==> src/rtl/vc_credit_ctrl.sv <==
module vc_credit_ctrl #(
  parameter int NUM_VC     = 3,
  parameter int CNT_W      = 4,
  parameter int MAX_CREDIT = 12,
  parameter int RET_W      = 2,
  parameter int PEND_W     = 4,
  localparam int VC_W      = (NUM_VC > 1) ? $clog2(NUM_VC) : 1,
  localparam int RET_MAX   = (1 << RET_W) - 1,
  localparam int PEND_MAX  = (1 << PEND_W) - 1
) (
  input  logic                      clk,
  input  logic                      rst_n,
  input  logic [NUM_VC*CNT_W-1:0]   init_credit,
  input  logic [NUM_VC-1:0]         pkt_req,
  input  logic                      sched_ready,
  output logic                      sched_valid,
  output logic [VC_W-1:0]           sched_vc,
  output logic [NUM_VC*CNT_W-1:0]   credit_avail,
  input  logic [NUM_VC-1:0]         buf_free,
  output logic                      nop_req,
  output logic [NUM_VC*RET_W-1:0]   nop_credits,
  input  logic                      nop_ack,
  input  logic                      rx_nop_valid,
  input  logic [NUM_VC*RET_W-1:0]   rx_nop_credits,
  output logic                      overflow_err
);

  logic [CNT_W-1:0]        cnt  [NUM_VC];
  logic [PEND_W-1:0]       pend [NUM_VC];
  logic [RET_W-1:0]        rep  [NUM_VC];
  logic [RET_W-1:0]        inc  [NUM_VC];
  logic [NUM_VC-1:0]       elig, cnt_ovf, pend_ovf, pend_nz;
  logic                    rxq_v;
  logic [NUM_VC*RET_W-1:0] rxq_cr;
  logic [VC_W-1:0]         last, gnt;
  logic                    gnt_ok, acc_sched, acc_nop, err;

  // rotating search starting after the last accepted channel
  always_comb begin
    gnt_ok = 1'b0;
    gnt    = last;
    for (int i = 1; i <= NUM_VC; i++) begin
      int k;
      k = (int'(last) + i) % NUM_VC;
      if (!gnt_ok && elig[k]) begin
        gnt_ok = 1'b1;
        gnt    = VC_W'(k);
      end
    end
  end

  assign sched_valid  = gnt_ok;
  assign sched_vc     = gnt;
  assign acc_sched    = gnt_ok && sched_ready;
  assign nop_req      = |pend_nz;
  assign acc_nop      = nop_req && nop_ack;
  assign overflow_err = err;

  always_ff @(posedge clk) begin
    if (!rst_n) begin
      last   <= VC_W'(NUM_VC - 1);
      rxq_v  <= 1'b0;
      rxq_cr <= '0;
      err    <= 1'b0;
    end else begin
      if (acc_sched) last <= gnt;
      rxq_v  <= rx_nop_valid;
      rxq_cr <= rx_nop_credits;
      err    <= err || (|cnt_ovf) || (|pend_ovf);
    end
  end

  for (genvar v = 0; v < NUM_VC; v++) begin : g_vc
    logic [CNT_W-1:0]  init_f, init_v;
    logic [CNT_W+1:0]  csum;
    logic [PEND_W:0]   psum;
    logic              dec;

    assign init_f     = init_credit[v*CNT_W +: CNT_W];
    assign init_v     = (int'(init_f) > MAX_CREDIT) ? CNT_W'(MAX_CREDIT) : init_f;
    assign elig[v]    = pkt_req[v] && (cnt[v] != '0);
    assign dec        = acc_sched && (gnt == VC_W'(v));
    assign inc[v]     = rxq_v ? rxq_cr[v*RET_W +: RET_W] : '0;
    assign csum       = {2'b00, cnt[v]} + (CNT_W+2)'(inc[v]) - (CNT_W+2)'(dec);
    assign cnt_ovf[v] = csum > (CNT_W+2)'(MAX_CREDIT);

    assign rep[v]      = (int'(pend[v]) > RET_MAX) ? RET_W'(RET_MAX) : pend[v][RET_W-1:0];
    assign psum        = {1'b0, pend[v]} - (acc_nop ? (PEND_W+1)'(rep[v]) : '0)
                       + (PEND_W+1)'(buf_free[v]);
    assign pend_ovf[v] = psum > (PEND_W+1)'(PEND_MAX);
    assign pend_nz[v]  = pend[v] != '0;

    assign credit_avail[v*CNT_W +: CNT_W] = cnt[v];
    assign nop_credits[v*RET_W +: RET_W]  = rep[v];

    always_ff @(posedge clk) begin
      if (!rst_n) begin
        cnt[v]  <= init_v;
        pend[v] <= '0;
      end else begin
        cnt[v]  <= cnt_ovf[v]  ? CNT_W'(MAX_CREDIT) : csum[CNT_W-1:0];
        pend[v] <= pend_ovf[v] ? PEND_W'(PEND_MAX)  : psum[PEND_W-1:0];
      end
    end

    p_dec_on_accept_r2: assert property (@(posedge clk) disable iff (!rst_n)
      (acc_sched && gnt == VC_W'(v) && inc[v] == '0) |=> cnt[v] == $past(cnt[v]) - 1'b1);

    p_pend_hold_r6: assert property (@(posedge clk) disable iff (!rst_n)
      !acc_nop |=> pend[v] >= $past(pend[v]));

    p_idle_count_r8: assert property (@(posedge clk) disable iff (!rst_n)
      (!rxq_v && !acc_sched) |=> cnt[v] == $past(cnt[v]));

    p_no_overflow_r10: assert property (@(posedge clk) disable iff (!rst_n)
      int'(cnt[v]) <= MAX_CREDIT);
  end

  p_grant_eligible_r3: assert property (@(posedge clk) disable iff (!rst_n)
    sched_valid |-> (pkt_req[sched_vc] && credit_avail[sched_vc*CNT_W +: CNT_W] != '0));

  p_err_sticky_r10: assert property (@(posedge clk) disable iff (!rst_n)
    overflow_err |=> overflow_err);

endmodule

==> config.mk <==
export PLATFORM = sky130hd
export DESIGN_NAME = vc_credit_ctrl
export DESIGN_NICKNAME = d
export VERILOG_FILES = /design/src/rtl/vc_credit_ctrl.sv
export SDC_FILE = /design/constraint.sdc
export NUM_CORES = 1
export LEC_CHECK = 0
export CAP_MARGIN = 30
export CORE_ASPECT_RATIO = 1.25
export CORE_UTILIZATION = 53
export DETAILED_ROUTE_END_ITERATION = 16
export PLACE_DENSITY = 0.86
export SYNTH_ARGS = -nofsm -noshare
export SYNTH_HDL_FRONTEND = slang
export SYNTH_SLANG_ARGS = --single-unit
==> constraint.sdc <==
create_clock -name clk -period 5 [get_ports clk]
set_clock_uncertainty 0.2 [all_clocks]
set_input_delay 1 -clock clk [delete_from_list [all_inputs] [get_ports clk]]
set_output_delay 1 -clock clk [all_outputs]
set_load 0.1 [all_outputs]
==> results.sh, run 1 <==
export IMPL_finalWirelength_um=6040
export IMPL_period_share_pct=94.1
export IMPL_setup_violations=0
export IMPL_htreeDepth=2
export IMPL_initial_core_util_pct=55.6
export IMPL_maxSlewViolCount=0
export IMPL_grt_ovfl_total=0
export IMPL_syn_area_um2=2850
export IMPL_nNetsFinal=472
export IMPL_path_max_fanout=7
export IMPL_crit_start="pkt_req[1]"
export IMPL_critPathCaptureType="flop"
export IMPL_syn_inst=341
export IMPL_drive_above_1_share_pct=6.36
export IMPL_status="finished clean"
export IMPL_post_cts_buffers=0
export IMPL_antenna_found_initial=0
export IMPL_grt_pass1_wl_um=10200
export IMPL_dp_cells=447
export IMPL_postRouteAntennaNets=0
export IMPL_layout_setup_ws_ns=0.294
export IMPL_cts_resized=0
export IMPL_synth_top_area_share_pct=23.9
export IMPL_routedWlPerCell_um=13.3
export IMPL_placementRows=29
export IMPL_design_core_area_um2=5120
export IMPL_r2r_start="cnt[0][3]$_DFF_P_"
export IMPL_hold_path_class="flop to flop"
export IMPL_period_needed_ns=4.71
export IMPL_cts_sinks=34
export IMPL_yosysTopAreaCell="dfxtp_1"
export IMPL_rsz0062_at_grt="false"
export IMPL_via_count=2528
export IMPL_arrival_ns=4.69
export IMPL_fill_cells=408
export IMPL_dp_hpwl_um=4650
export IMPL_die_h_um=83.9
export IMPL_yosys_top_cells_count="inv_1, ha_1, dfxtp_1"
export IMPL_clk_latency_ns=0.29
export IMPL_gr_usage_all_layers_pct=23.2
export IMPL_cts_hold_buf=0
export IMPL_async_flop_share_pct=0
export IMPL_port_buffers=51
export IMPL_hold_viol_final=0
export IMPL_drt_pre_antenna_iters=4
export IMPL_slew_headroom_pct=33.3
export IMPL_ioPinCount=52
export IMPL_place_ws_ns=-0.0630
export IMPL_area_growth_pct=23.7
export IMPL_drt_vias_per_instance=5.56
export IMPL_die_w_um=67.5
export IMPL_finalNonFillerCells=455
export IMPL_fin_hold_ws_ns=0.382
export IMPL_cts_tree="built"
export IMPL_synth_enable_flop_cells=0
export IMPL_gp_congestion=0.832
export IMPL_synth_distinct_cells=48
export IMPL_path_clk_slew_ns=0.07
export IMPL_multiInputGateArea_um2=1950
export IMPL_worstPathRequired_ns=4.98
export IMPL_syn_area_per_cell_um2=8.34
export IMPL_synth_seq_cells=34
export IMPL_grt_pass1_vias=2421
export IMPL_ys_seq_area_share_pct=23.9
export IMPL_cp_start_kind="input pin"
export IMPL_max_freq_mhz=213
export IMPL_netlist_top_cells_area="dfxtp_1, ha_1, inv_1, fa_1, nand2_1"
export IMPL_regArea_um2=688
export IMPL_criticalPathCategory="input pin to flop"
export IMPL_syn_num_nets=421
export IMPL_die_area_um2=5670
export IMPL_root_buffer="clkbuf_8"
export IMPL_post_synth_top_count_cell="inv_1"
export IMPL_cts_made_buffers=5
export IMPL_drt_iter0_drc=118
export IMPL_synth_main_ff_cell="dfxtp_1"
export IMPL_cap_violations=0
export IMPL_tightest_slew_ns=0.998
export IMPL_drc_errors=0
export IMPL_clk_path_buf_depth=2
export IMPL_min_from="last[1]$_SDFFE_PN1P_"
export IMPL_grt_max_degree=47
export IMPL_antenna_cells=0
export IMPL_synth_warnings=0
==> layer usage <==
layer  part of all wire, %  global-route usage, %
met4                   1.6                   7.35
met2                    51                   41.7
met5                     0                      0
met3                   5.6                   5.46
met1                    41                   25.6
==> area by class of cell <==
type	instances	area share [%]
Sequential cell	34	19.5
Timing Repair Buffer	53	14.7
Clock inverter	2	0.355
Multi-Input combinational cell	248	55.5
Tap cell	62	2.20
Clock buffer	6	2.35
Inverter	50	5.33
==> layout by cell type (no fill, tap or decap), types with 2 or more instances in the layout <==
cell type	instances
clkbuf_8	6
a21boi_0	5
and2_1	13
xnor2_1	10
dfxtp_1	28
inv_1	50
nand2b_1	5
nor3b_1	4
dfxtp_2	6
nand4_1	4
xor2_1	8
nand2_1	30
o22ai_1	6
fa_1	6
ha_1	45
clkdlybuf4s50_1	48
a31oi_1	3
o211ai_1	3
nand3_1	5
mux2i_1	2
o21bai_1	6
nor3_1	4
a21o_1	6
buf_4	5
nor2b_1	6
a311o_1	2
nor2_1	17
a21oi_1	21
nand3b_1	2
o21ai_0	8
o21a_1	9
==> critical path, cell delays in order <==
cell and delay [ns]:
clkdlybuf4s50_1 0.64, nand2_1 0.21, or4_1 0.60, a211oi_2 0.29, ha_1 0.19, inv_1 0.06
ha_1 0.28, a21o_1 0.17, a21oi_1 0.35, xor2_1 0.14, a221oi_2 0.31, nand4_1 0.16
o31a_1 0.28
==> registers in the layout (all words and copies together), names as in the netlist <==
register      count
last              2
rxq_cr            6
rxq_v             1
cnt              12
pend             12
overflow_err      1
==> kinds of logic (layout without fill, tap and decap cells) <==
kind of cell / count (synthesis) / in the layout / share of synthesized area [%]
buffers and inverters: 59 / 111 / 8.05
adder cells (fa/ha/maj): 51 / 51 / 24.0
multiplexers: 2 / 2 / 0.704
XOR/XNOR: 18 / 18 / 5.54
flip-flops: 34 / 34 / 23.9
AO/OA/AOI/OAI: 82 / 82 / 20.7
AND/OR/NAND/NOR: 95 / 95 / 17.1
==> path summary, 6_finish.rpt <==
kind	to	slack, ns	depth (start not counted)
setup / recovery	overflow_err$_SDFF_PN0_	0.29	13
hold / removal	last[1]$_SDFFE_PN1P_	0.38	2
setup reg to reg	overflow_err$_SDFF_PN0_	0.61	16
hold reg to reg	last[1]$_SDFFE_PN1P_	0.38	2
==> through the flow <==
step	TNS, ns	util [%]	area [µm²]
detailed placement	-0.0630	66.8	3420
floorplan	0	-	2870
global route	0	68.8	3520
finish	0	68.8	3520
global placement	0	66.8	3420
CTS	0	68.7	3510
Power of run 1 is not shown: default switching activity piles up to over one toggle a cycle in this logic, so the estimate is an artifact.
==> run 2: changes to the inputs <==
--- a/config.mk
+++ b/config.mk
@@ -6,7 +6,7 @@
 export NUM_CORES = 1
 export LEC_CHECK = 0
 export CAP_MARGIN = 30
-export CORE_ASPECT_RATIO = 1.25
+export CORE_ASPECT_RATIO = 1.4
 export CORE_UTILIZATION = 53
 export DETAILED_ROUTE_END_ITERATION = 16
 export PLACE_DENSITY = 0.86
==> run 2 against run 1 <==
- worst setup slack worse by 0.016 ns
- via count hardly changed
- routed wire length is 5.5% higher
- critical endpoint unchanged
- largest cell class unchanged
==> results.sh, run 2 (synthesis results as in run 1) <==
export IMPL_status="finished clean"
export IMPL_postRouteAntennaNets=0
export IMPL_tns_ns=0
export IMPL_drc_errors=0
export IMPL_gr_usage_all_layers_pct=24.5
export IMPL_initial_core_util_pct=55.2
export IMPL_placementRows=31
export IMPL_path_clk_slew_ns=0.07
export IMPL_path_max_fanout=7
export IMPL_grt_pass1_vias=2478
export IMPL_nNetsFinal=473
export IMPL_hold_viol_final=0
export IMPL_mostFrequentLayoutCells="inv_1, clkdlybuf4s50_1, ha_1"
export IMPL_fill_cells=428
export IMPL_htreeDepth=2
export IMPL_antenna_cells=0
export IMPL_clk_latency_ns=0.29
export IMPL_post_cts_buffers=0
export IMPL_layout_commonest_cell="inv_1"
export IMPL_ioPinCount=52
export IMPL_port_buffers=51
export IMPL_die_w_um=63.9
export IMPL_root_buffer="clkbuf_8"
export IMPL_critPathCaptureType="flop"
export IMPL_cp_start_kind="input pin"
export IMPL_criticalPathCategory="input pin to flop"
export IMPL_finalWirelength_um=6370
export IMPL_grt_ovfl_total=0
export IMPL_design_core_area_um2=5160
export IMPL_fin_hold_ws_ns=0.395
export IMPL_period_share_pct=94.4
export IMPL_period_needed_ns=4.72
export IMPL_grt_pass1_wl_um=10800
export IMPL_layout_setup_ws_ns=0.278
export IMPL_max_freq_mhz=212
export IMPL_tightest_slew_ns=0.976
export IMPL_arrival_ns=4.70
export IMPL_hold_path_class="flop to flop"
export IMPL_drt_iter0_drc=165
export IMPL_worstPathRequired_ns=4.98
export IMPL_routedWlPerCell_um=13.9
export IMPL_clk_path_buf_depth=2
export IMPL_cts_sinks=34
export IMPL_gp_congestion=0.888
export IMPL_rsz0062_at_grt="false"
export IMPL_die_h_um=88.7
export IMPL_cts_tree="built"
export IMPL_maxSlewViolCount=0
export IMPL_via_count=2527
export IMPL_area_growth_pct=24.1
export IMPL_dp_hpwl_um=4970
export IMPL_drt_vias_per_instance=5.49
export IMPL_reg_top3="cnt x12, pend x12, rxq_cr x6"
export IMPL_place_ws_ns=-0.0406
export IMPL_drt_pre_antenna_iters=4
export IMPL_antenna_found_initial=0
export IMPL_cap_violations=0
export IMPL_die_area_um2=5670
export IMPL_drive_above_1_share_pct=6.35
export IMPL_setup_violations=0
export IMPL_grt_max_degree=47
export IMPL_slew_headroom_pct=34.7
export IMPL_cts_made_buffers=5
run 2: changes by cell type in the layout (fill, tap and decap cells not counted), sizes merged:
cell,before,now
buf,5,6
clkbuf,6,7
clkinvlp,1,0
run 2: stage by stage:
stage          std cells  cell area (µm²)  utilization, %
2_1_floorplan        341             2870               -
3_3_place_gp         452             3430            66.5
3_5_place_dp         452             3430            66.5
4_1_cts              460             3520            68.3
5_1_grt              460             3530            68.4
6_report             460             3530            68.4
run 2: path summary, 6_finish.rpt:
path	start	depth (start not counted)	slack, ns	end
worst max register to register	cnt[0][3]$_DFF_P_	16	0.62	overflow_err$_SDFF_PN0_
worst min-delay path	last[1]$_SDFFE_PN1P_	2	0.40	last[1]$_SDFFE_PN1P_
worst max-delay path	pkt_req[1]	13	0.28	overflow_err$_SDFF_PN0_
worst min register to register	last[1]$_SDFFE_PN1P_	2	0.40	last[1]$_SDFFE_PN1P_
run 2: worst max-delay path: stages:
cell and delay [ns]:
clkdlybuf4s50_1 0.63, nand2_1 0.21, or4_1 0.60, a211oi_2 0.28, ha_1 0.19, inv_1 0.06
ha_1 0.27, a21o_1 0.15, a21oi_1 0.38, xor2_1 0.16, a221oi_2 0.33, nand4_1 0.17
o31a_1 0.27
run 2: per-layer routing:
layer | vias to the layer above | global-route usage, % | share of wire (%)
met2 | 65 | 46.5 | 54
met5 | - | 0 | 0
met3 | 16 | 3.87 | 3.5
met4 | 0 | 11.8 | 2.6
met1 | 1181 | 26.2 | 40
li1 | 1265 | - | -
run 2: final cells by class:
class	count	area, µm²	share of cell area [%]
Timing Repair Buffer	54	526	14.9
Clock inverter	1	5.00	0.142
Tap cell	66	82.6	2.34
Multi-Input combinational cell	248	1950	55.4
Sequential cell	34	688	19.5
Inverter	50	188	5.32
Clock buffer	7	86.3	2.45
run 2: repair_timing:
item | in CTS | in global routing
setup endpoints to repair | 0 | 1
resized for setup | 0 | 1
hold buffers | 0 | 0
Power of run 2 is left out for the same reason.
==> run 3: changes to the inputs <==
--- a/config.mk
+++ b/config.mk
@@ -10,6 +10,8 @@
 export CORE_UTILIZATION = 53
 export DETAILED_ROUTE_END_ITERATION = 16
 export PLACE_DENSITY = 0.86
+export SLEW_MARGIN = 40
 export SYNTH_ARGS = -nofsm -noshare
 export SYNTH_HDL_FRONTEND = slang
 export SYNTH_SLANG_ARGS = --single-unit
+export TNS_END_PERCENT = 50
==> constraint.sdc (replaced) <==
create_clock -name clk -period 4.5 [get_ports clk]
set_clock_uncertainty 0.2 [all_clocks]
set_input_delay 0.9 -clock clk [delete_from_list [all_inputs] [get_ports clk]]
set_output_delay 0.9 -clock clk [all_outputs]
set_load 0.1 [all_outputs]
==> run 3 against run 2 <==
- cell count grew 4.1%
- critical path type is now flop to flop
- core utilization grew 1.8 points
- largest cell class unchanged
- highest routed layer unchanged
- critical path depth grew 4
- non-clock buffer count grew 19
==> results.sh, run 3 (synthesis results as in run 1) <==
export IMPL_status="finished clean"
export IMPL_grt_max_degree=47
export IMPL_cp_start_kind="flop"
export IMPL_antenna_cells=0
export IMPL_fin_hold_ws_ns=0.395
export IMPL_fill_cells=438
export IMPL_cts_resized=0
export IMPL_cp_common_cell="ha_1"
export IMPL_highest_layer="met4"
export IMPL_cts_hold_buf=0
export IMPL_arrival_ns=4.23
export IMPL_reg_top3="cnt x12, pend x12, rxq_cr x6"
export IMPL_postRouteAntennaNets=0
export IMPL_cts_made_buffers=5
export IMPL_finalWirelength_um=6320
export IMPL_grt_ovfl_total=0
export IMPL_gp_congestion=0.926
export IMPL_period_needed_ns=4.25
export IMPL_cpPeakStageDelay_ns=0.48
export IMPL_routedWlPerCell_um=13.2
export IMPL_clk_path_buf_depth=2
export IMPL_wirelength_met1_um=2420
export IMPL_cpMaxStageDelayCell="a2111oi_0"
export IMPL_tightest_slew_ns=0.553
export IMPL_grt_pass1_vias=2635
export IMPL_die_w_um=63.9
export IMPL_die_area_um2=5670
export IMPL_drt_iter0_drc=109
export IMPL_setup_violations=0
export IMPL_placementRows=31
export IMPL_layout_commonest_cell="inv_1"
export IMPL_path_clk_slew_ns=0.07
export IMPL_port_buffers=51
export IMPL_gr_usage_all_layers_pct=24.2
export IMPL_worstPathRequired_ns=4.48
export IMPL_rsz0062_at_grt="false"
export IMPL_clk_latency_ns=0.29
export IMPL_cts_tree="built"
export IMPL_grt_pass1_wl_um=10800
export IMPL_die_h_um=88.7
export IMPL_root_buffer="clkbuf_8"
export IMPL_nNetsFinal=492
export IMPL_criticalPathCategory="flop to flop"
export IMPL_drt_pre_antenna_iters=4
export IMPL_hold_viol_final=0
export IMPL_maxSlewViolCount=0
export IMPL_mostFrequentLayoutCells="inv_1, ha_1, nand2_1"
export IMPL_area_growth_pct=27.4
export IMPL_design_core_area_um2=5160
export IMPL_drc_errors=0
export IMPL_drive_above_1_share_pct=16.5
export IMPL_initial_core_util_pct=55.2
export IMPL_antenna_found_initial=0
export IMPL_dp_hpwl_um=5050
export IMPL_period_share_pct=94.4
export IMPL_htreeDepth=2
export IMPL_post_cts_buffers=0
export IMPL_ioPinCount=52
export IMPL_dr_wl_met3_um=239
export IMPL_cp_cell_sequence="inv_1, ha_1, or3b_4, a2111oi_0, a41oi_1, nand4_1, buf_4, nor3_1, ha_1, inv_1, ha_1, fa_1, a21oi_1, o21bai_1, xnor2_1, o211ai_1, o31a_1"
export IMPL_cts_sinks=34
export IMPL_drt_vias_per_instance=5.45
export IMPL_max_freq_mhz=235
export IMPL_path_max_fanout=5
export IMPL_dr_wl_met2_um=3490
export IMPL_critPathCaptureType="flop"
export IMPL_rrSetupSlack_ns=0.25
export IMPL_slew_headroom_pct=62.9
export IMPL_via_count=2612
export IMPL_cap_violations=0
export IMPL_hold_path_class="flop to flop"
==> run 3: cell types whose count changed in the layout (fill, tap and decap cells not counted), sizes merged <==
cell / previous run / this run
dlymetal6s2s: 0 / 2
clkinv: 1 / 0
clkdlybuf4s50: 48 / 26
bufinv: 0 / 1
buf: 6 / 45
==> run 3: layout make-up <==
type | count | area, µm² | share of cell area [%]
Multi-Input combinational cell | 248 | 1970 | 54.4
Timing Repair Buffer | 73 | 586 | 16.2
Tap cell | 66 | 82.6 | 2.28
Clock buffer | 7 | 76.3 | 2.11
Clock inverter | 1 | 30.0 | 0.829
Sequential cell | 34 | 689 | 19.0
Inverter | 50 | 188 | 5.18
==> run 3: per-layer routing <==
layer	global-route usage, %	up-vias
met4	10.7	0
met2	49.5	70
met5	0	-
met3	3.74	18
li1	-	1310
met1	23.3	1214
==> run 3: final timing paths <==
path / to / from / cells past startpoint
setup / recovery: overflow_err$_SDFF_PN0_ / cnt[0][3]$_DFF_P_ / 17
hold / removal: last[1]$_SDFFE_PN1P_ / last[1]$_SDFFE_PN1P_ / 2
setup reg to reg: overflow_err$_SDFF_PN0_ / cnt[0][3]$_DFF_P_ / 17
hold reg to reg: last[1]$_SDFFE_PN1P_ / last[1]$_SDFFE_PN1P_ / 2
==> run 3: critical path, delay by kind of cell (launching register included) <==
family / cells / cell delay [ns]
XOR/XNOR: 1 / 0.20
flip-flops: 1 / 0.32
buffers and inverters: 3 / 0.31
adder cells (fa/ha/maj): 4 / 1.09
AO/OA/AOI/OAI: 6 / 1.37
AND/OR/NAND/NOR: 3 / 0.65
==> run 3: per-stage QoR <==
step	util, %	instance area, µm²	TNS (ns)	instances	setup WS (ns)
final	70.2	3620	0	479	0.252
after floorplan	-	2880	0	341	0.0303
after detailed placement	67.9	3500	-0.574	471	-0.162
after global routing	70.2	3620	0	479	0.0384
after CTS	69.9	3610	0	479	0.140
after global placement	69.8	3600	-0.0797	471	-0.0441
Power of run 3 is left out for the same reason.
